[src/rtl/alu_pkg.sv]
package alu_pkg;
  typedef enum logic [2:0] {
    OP_ADD  = 3'd0,
    OP_RSUB = 3'd1,
    OP_CMPS = 3'd2,
    OP_CMPU = 3'd3,
    OP_BFND = 3'd4
  } alu_op_e;

  typedef struct packed {
    logic carry;
    logic copy;
  } carry_st_t;
endpackage

[src/rtl/alu_adder.sv]
module alu_adder #(
  parameter int W = 32
) (
  input  logic [W-1:0] x_i,
  input  logic [W-1:0] y_i,
  input  logic         cin_i,
  output logic [W-1:0] sum_o,
  output logic         cout_o
);
  logic [W:0] full;
  assign full   = {1'b0, x_i} + {1'b0, y_i} + {{W{1'b0}}, cin_i};
  assign sum_o  = full[W-1:0];
  assign cout_o = full[W];
endmodule

[src/rtl/alu_cmp_fix.sv]
module alu_cmp_fix #(
  parameter int W = 32
) (
  input  logic [W-1:0] diff_i,
  input  logic         a_msb_i,
  input  logic         b_msb_i,
  input  logic         unsigned_i,
  output logic [W-1:0] res_o
);
  logic sel_msb;
  assign sel_msb = unsigned_i ? a_msb_i : b_msb_i;
  // operand sign replaces the difference sign when signs differ
  assign res_o = (a_msb_i ^ b_msb_i) ? {sel_msb, diff_i[W-2:0]} : diff_i;
endmodule

[src/rtl/alu_byte_find.sv]
module alu_byte_find #(
  parameter int W  = 32,
  parameter int NB = W / 8,
  parameter int IW = $clog2(NB + 1)
) (
  input  logic [W-1:0]  a_i,
  input  logic [W-1:0]  b_i,
  output logic [IW-1:0] pos_o
);
  logic [NB-1:0] eq;

  for (genvar g = 0; g < NB; g++) begin : g_lane
    assign eq[g] = (a_i[8*g +: 8] == b_i[8*g +: 8]);
  end

  // rank k counts from the top lane; lowest rank wins
  always_comb begin
    pos_o = '0;
    for (int k = NB - 1; k >= 0; k--) begin
      if (eq[NB-1-k]) pos_o = IW'(k + 1);
    end
  end
endmodule

[src/rtl/int_alu_carry.sv]
module int_alu_carry
  import alu_pkg::*;
#(
  parameter int W = 32
) (
  input  logic         clk_i,
  input  logic         rst_ni,
  input  logic         valid_i,
  input  logic [2:0]   op_i,
  input  logic         keep_i,
  input  logic         use_carry_i,
  input  logic [W-1:0] a_i,
  input  logic [W-1:0] b_i,
  output logic [W-1:0] result_o,
  output logic         carry_o,
  output logic         carry_copy_o
);
  localparam int NB = W / 8;
  localparam int IW = $clog2(NB + 1);

  alu_op_e   op;
  carry_st_t st_q;
  logic      is_add, is_sub, is_arith, cin;
  logic [W-1:0] add_x, add_y, sum, cmp_res;
  logic         cout;
  logic [IW-1:0] bpos;

  assign op       = alu_op_e'(op_i);
  assign is_add   = (op == OP_ADD);
  assign is_sub   = (op == OP_RSUB) || (op == OP_CMPS) || (op == OP_CMPU);
  assign is_arith = (op == OP_ADD) || (op == OP_RSUB);

  always_comb begin
    if (use_carry_i && is_arith) cin = st_q.carry;
    else                         cin = !is_add;
  end

  assign add_x = is_add ? a_i : b_i;
  assign add_y = is_add ? b_i : ~a_i;

  alu_adder #(.W(W)) u_add (
    .x_i(add_x), .y_i(add_y), .cin_i(cin), .sum_o(sum), .cout_o(cout)
  );

  alu_cmp_fix #(.W(W)) u_cmp (
    .diff_i(sum), .a_msb_i(a_i[W-1]), .b_msb_i(b_i[W-1]),
    .unsigned_i(op == OP_CMPU), .res_o(cmp_res)
  );

  alu_byte_find #(.W(W), .NB(NB), .IW(IW)) u_bfind (
    .a_i(a_i), .b_i(b_i), .pos_o(bpos)
  );

  always_comb begin
    unique case (op)
      OP_ADD, OP_RSUB: result_o = sum;
      OP_CMPS, OP_CMPU: result_o = cmp_res;
      OP_BFND:          result_o = W'(bpos);
      default:          result_o = '0;
    endcase
  end

  always_ff @(posedge clk_i or negedge rst_ni) begin
    if (!rst_ni) begin
      st_q <= '0;
    end else if (valid_i && is_arith && !keep_i) begin
      st_q.carry <= cout;
      st_q.copy  <= cout;
    end
  end

  assign carry_o      = st_q.carry;
  assign carry_copy_o = st_q.copy;

  a_r5_keep_holds: assert property (@(posedge clk_i) disable iff (!rst_ni)
    valid_i && keep_i |=> $stable(carry_o) && $stable(carry_copy_o));

  a_r9_cmp_no_carry: assert property (@(posedge clk_i) disable iff (!rst_ni)
    valid_i && (op_i inside {3'd2, 3'd3, 3'd4}) |=> $stable(carry_o) && $stable(carry_copy_o));

  a_r10_idle_hold: assert property (@(posedge clk_i) disable iff (!rst_ni)
    !valid_i |=> $stable(carry_o) && $stable(carry_copy_o));

  a_r4_sub_equal_sets: assert property (@(posedge clk_i) disable iff (!rst_ni)
    valid_i && op_i == 3'd1 && !keep_i && !use_carry_i && a_i == b_i
    |=> carry_o && carry_copy_o);

  a_r8_bfind_range: assert property (@(posedge clk_i) disable iff (!rst_ni)
    op_i == 3'd4 |-> result_o <= W'(NB));

  a_r11_bad_op_zero: assert property (@(posedge clk_i) disable iff (!rst_ni)
    op_i > 3'd4 |-> result_o == '0);
endmodule

[config.mk]
export PLATFORM = sky130hd
export DESIGN_NAME = int_alu_carry
export DESIGN_NICKNAME = d
export VERILOG_FILES = /design/src/rtl/alu_pkg.sv /design/src/rtl/alu_adder.sv /design/src/rtl/alu_cmp_fix.sv /design/src/rtl/alu_byte_find.sv /design/src/rtl/int_alu_carry.sv
export SDC_FILE = /design/constraint.sdc
export NUM_CORES = 1
export LEC_CHECK = 0
export BUFFER_PORTS_ARGS = -buffer_cell sky130_fd_sc_hd__buf_2
export CAP_MARGIN = 0
export CORE_UTILIZATION = 55
export DETAILED_ROUTE_END_ITERATION = 8
export PLACE_DENSITY = 0.88
export SLEW_MARGIN = 20
export SYNTH_ARGS = -nofsm -noshare
export SYNTH_HDL_FRONTEND = slang
export SYNTH_SLANG_ARGS = --single-unit
[constraint.sdc]
create_clock -name clk_i -period 6.9 [get_ports clk_i]
set_input_delay 1.035 -clock clk_i [delete_from_list [all_inputs] [get_ports clk_i]]
set_output_delay 1.035 -clock clk_i [all_outputs]
set_load 0.01 [all_outputs]
## Word-level counts from Yosys, hierarchy flattened

Cells that the tools add are included.

| cells by class | value |
|---|---|
| shifts and indexed selects | 0 |
| bitwise logic cells | 2 |
| equal/unequal tests | 8 |
| $lt $le $gt $ge | 0 |
| divide/modulo/power cells | 0 |
| multipliers | 0 |
| muxes and demuxes | 10 |
| add/sub/neg operators | 2 |
| reduce and logical (&&, ||, !) cells | 9 |

Operators by type and width:

| cell | number |
|---|---|
| 32-bit 2-to-1 mux | 3 |
| 32-bit case mux with 3 select lines | 1 |
| 32-bit by 32-bit adder with 33-bit output | 1 |
| 33-bit by 1-bit adder with 33-bit output | 1 |
| 8-bit equality test | 4 |
| 32-bit NOT | 1 |
| 3-bit 2-to-1 mux | 4 |
| 3-bit by 2-bit equality test with 1-bit output (second input constant) | 2 |
| 2-bit OR reduction | 2 |
| 3-bit by 1-bit equality test with 1-bit output (second input constant) | 1 |
| 3-bit equality test (second input constant) | 1 |
| 1-bit logical AND | 3 |
| 3-bit zero test | 1 |
| 1-bit zero test | 2 |
| 1-bit 2-to-1 mux | 2 |
| 1-bit logical OR | 1 |
| 1-bit bitwise XOR | 1 |

| storage, ports and cells | value |
|---|---|
| memory bits (read-only) | 0 |
| word-level logic and storage cells | 32 |
| register bits after elaboration | 1 |
| memories | 0 |
| bits in writable memories | 0 |
| latch bits | 0 |
| output and inout bits | 34 |

## Longest topological paths before layout

| logic depth | value |
|---|---|
| word-level depth | 7 |
| mapped depth | 15 |
| gate-level depth less buffers | 13 |

## Cells and area by module

Synthesis repeated with hierarchy kept, for this count alone.

| unflattened totals | value |
|---|---|
| cell total of the unflattened synthesis | 530 |
| area, all modules | 3,976.3 µm² |

Modules (own cells, without submodules):

| module | instances | cells each | area an instance (µm²) |
|---|---|---|---|
| alu_adder | 1 | 244 | 1,750.4 |
| int_alu_carry | 1 | 203 | 1,570.3 |
| alu_byte_find | 1 | 47 | 394.1 |
| alu_cmp_fix | 1 | 36 | 261.5 |

## Least setup slack after synthesis

Ideal clock, no wire load.

| timing path | value |
|---|---|
| kind | input -> output |
| start point | in op_i[2] |
| end point | out result_o[25] |
| data required time | 5.865 ns |
| path slack | 1.755 ns |
| cell stages on the path | 13 |
| arrival | 4.110 ns |
| path buffers | 3 |
| cells stage by stage | or3_1 clkbuf_1 clkbuf_1 buf_1 a21oi_1 ha_1 nor2b_1 o2111ai_1 nand2_1 a211o_1 or3_4 a21boi_2 mux2_1 |

| on the way | value |
|---|---|
| cells in the longest elaborated chain, start to end | 7 |
| elaborated cells between the ends (all ways) | 17 |
| those cells by class | add/sub (2); eq/ne (4); mux (5); reduce/logical (6) |

RTL lines:

| element | RTL line | RTL |
|---|---|---|
| from (decl) | int_alu_carry.sv:9 | `input logic [2:0] op_i,` |
| branches (longest 6 deep; another with 32-bit by 32-bit adder with 33-bit output) | n/a |  |
| 32-bit case mux with 3 select lines (*) | int_alu_carry.sv:55 | `unique case (op)` |
| to (decl) | int_alu_carry.sv:14 | `output logic [W-1:0] result_o,` |

Mark *: on every way between the ends.

## Worst setup path after layout

| timing path | value |
|---|---|
| start point | in op_i[1] |
| end point | out result_o[28] |

Same word-level chain as after synthesis.

==> impl_metrics.ini <==
[timing]
finalHoldViolCount = 0
maxSlewViolCount = 0
clock_skew_ns = 0
timing.slew.headroom_pct = 46.0
period_minus_slack_ns = 5.90
max_freq_mhz = 169
setup_viol = 0
tightest_slew_ns = 0.806
timing.final.crit_share_pct = 85.5
rsz0062_at_grt = false
fin_tns_setup_ns = 0
hold_ws_ns = 0.556

[yosys]
synth_cells = 539
synth_enable_flop_cells = 0
synth_nets = 644
yosys_warnings = 0
seq_area_frac_synth_pct = 0.780
syn-mean-instance-area_um2 = 5.95
synth_fa_ha_area_share_pct = 13.3
yosys.area_share.xor_xnor_pct = 15.3
ys_types = 62
yosys.area_share.simple_pct = 32.8
synth_mux_area_share_pct = 1.37
synth_compound_area_share_pct = 30.3
synth_ff_type = dfrtp_1
synth_top_family_by_area = simple AND/OR/NAND/NOR gates
ys_ff_latch = 1
synth_area_um2 = 3210
async_flop_share_pct = 100

[grt]
grt_pass1_wl_um = 15600
grt_max_degree = 61
grt_use_total_pct = 30.3
grt_remaining_overflow = 0
grt_pass1_vias = 3651
antenna_found_initial = 0

[placement]
finalWeightedCongestion = 0.895
hpwl_um = 7850
numPortBuffers = 105

[setup_path]
required_ns = 5.86
critPathMaxStageDelay_ns = 0.75
path_cells = buf_2, or3_2, o21ai_0, fa_1, inv_1, fa_1, a211oi_1, nor2_1, o311ai_1, and3_1, o31a_2, o21ai_1, mux2_1, buf_2
start_kind = primary input
critPathMaxFanout = 37
slowest_stage = or3_2
path_class = primary input to primary output
cp_num_buf_inv = 3
critical_path.top_delay_family = compound AO/OA/AOI/OAI gates
endpoint_kind = primary output
cp.arrival_ns = 4.87

[route]
via_per_inst = 5.95
drt_iter0_markers = 225
drc = 0
firstDrtPassIters = 5
finalWirelength_um = 9440
ant_nets = 0
wire_per_inst_um = 13.9
num_vias = 4051

[die]
fp-row-count = 27
pin_count = 106
initial_utilization_pct = 57.5
dieHeight_um = 78.4
coreArea_um2 = 5570
die_x_um = 78.4
die_area_um2 = 6140

[final_layout]
finalNetCount = 716
drive_gt1_share_pct = 20.0
multi_input_area_um2 = 2990
final.fill_count = 541
syn2layout_area_growth_pct = 15.2
final_core_util_pct = 66.3
seqCellArea_um2 = 25.0
largest_reg_flops = 1
num_antenna_cells = 0

[clocking]
clock_latency_ns = 0
post_cts.repair.setup_buffers = 0
clk_pin_slew_ns = 0
ctsHoldBuffers = 0
cts_resized = 0

[job]
drv_cap = 0

[power]
leakagePower_nw = 1.81
irDropWorstVdd_uv = 83.6
pwr_density_cell_nw_per_um2 = 121

[outcome]
status = finished clean

[min_path]
hp-class = flip-flop to flip-flop
area by class of cell:
cell class              count  area share, %
well taps                  72           2.44
flip-flops and latches      1          0.678
inverters                  10           1.02
multi-input cells         490           81.0
repair buffers            108           14.8
worst reg2reg max path: stages (launching register included):
cell and delay [ns]:
dfrtp_1 0.39, a2111oi_0 0.57, fa_1 0.32, inv_1 0.06, fa_1 0.43, a211oi_1 0.28, nor2_1 0.12, o311ai_1 0.48
and3_1 0.27, o31a_2 0.18, nor2_1 0.08, o32a_1 0.29
Yosys cell counts, drive strengths merged, types with 2 or more instances:
master / count / area, µm²
nand2: 120 / 450
nor2: 79 / 297
a21oi: 63 / 327
xnor2: 33 / 289
ha: 31 / 388
clkbuf: 27 / 103
o21ai: 25 / 125
xor2: 23 / 201
nand4: 13 / 81.3
buf: 11 / 55.0
inv: 10 / 37.5
a21o: 7 / 52.6
a31oi: 7 / 50.1
nor2b: 6 / 37.5
o21a: 6 / 45.0
nand3: 5 / 25.0
nor3: 5 / 25.0
o211ai: 5 / 37.5
a211oi: 4 / 30.0
and3: 4 / 25.0
nor4: 4 / 25.0
o21bai: 4 / 30.0
a221oi: 3 / 38.8
mux2: 3 / 33.8
o31a: 3 / 27.5
or3: 3 / 23.8
a211o: 2 / 17.5
a22oi: 2 / 15.0
a31o: 2 / 17.5
fa: 2 / 40.0
nand2b: 2 / 12.5
o2111ai: 2 / 17.5
o211a: 2 / 20.0
o221ai: 2 / 17.5
o32ai: 2 / 17.5
report_power, final:
group | total [mW] | leakage (nW) | internal, mW | switching, mW
registers | 0.00891 | 0.0113 | 0.00743 | 0.00148
logic | 0.439 | 1.80 | 0.185 | 0.255
clock network | 0 | 0 | 0 | 0
kinds of logic (layout without fill, tap and decap cells):
family,Yosys count,in the layout
DFF,1,1
adders and majority gates,33,33
and+or+nand+nor,247,247
buffers and inverters,48,118
AOI/OAI and AO/OA,150,150
muxes,4,4
xor gates and xnor gates,56,56
metrics by stage:
step           power (mW)  worst slack [ns]  area (µm²)  std cells
2_1_floorplan       0.320              1.75        3210        539
3_3_place_gp        0.434              1.19        3690        681
3_5_place_dp        0.444              1.05        3690        681
4_1_cts             0.445              1.04        3690        681
5_1_grt             0.494             0.727        3690        681
6_report            0.448              1.00        3690        681
per-layer routing:
| layer | vias up | routed length (µm) | global-route usage [%] |
|---|---|---|---|
| met5 | - | 0 | 0 |
| met4 | 0 | 269 | 9.44 |
| met3 | 22 | 679 | 3.02 |
| met2 | 171 | 4510 | 57.1 |
| met1 | 1834 | 3980 | 35.4 |
| li1 | 2024 | - | - |
final timing paths:
check	from	endpoint	slack, ns	cells after the start
max in group asynchronous	rst_ni	carry_copy_o	6.00	1
setup reg to reg	carry_copy_o	carry_copy_o	3.31	11
setup / recovery	op_i[1]	result_o[28]	1.0	14
hold / removal	carry_copy_o	carry_copy_o	0.56	1
min in group asynchronous	rst_ni	carry_copy_o	0.81	1
hold reg to reg	carry_copy_o	carry_copy_o	0.56	1
cell usage in the layout, fill, tap and decap left out, drive strengths merged, types with 4 or more instances in the layout:
cell type	netlist	layout
a31oi	7	7
o21bai	4	4
nor2b	6	6
nand3	5	5
a21oi	63	63
ha	31	31
inv	10	10
and3	4	4
o21a	6	6
a211oi	4	4
nand4	13	13
buf	11	108
o211ai	5	5
xnor2	33	33
nand2	120	120
o21ai	25	25
nor4	4	4
nor3	5	5
xor2	23	23
nor2	79	79
a21o	7	7
(Power assumes the default switching activity.)
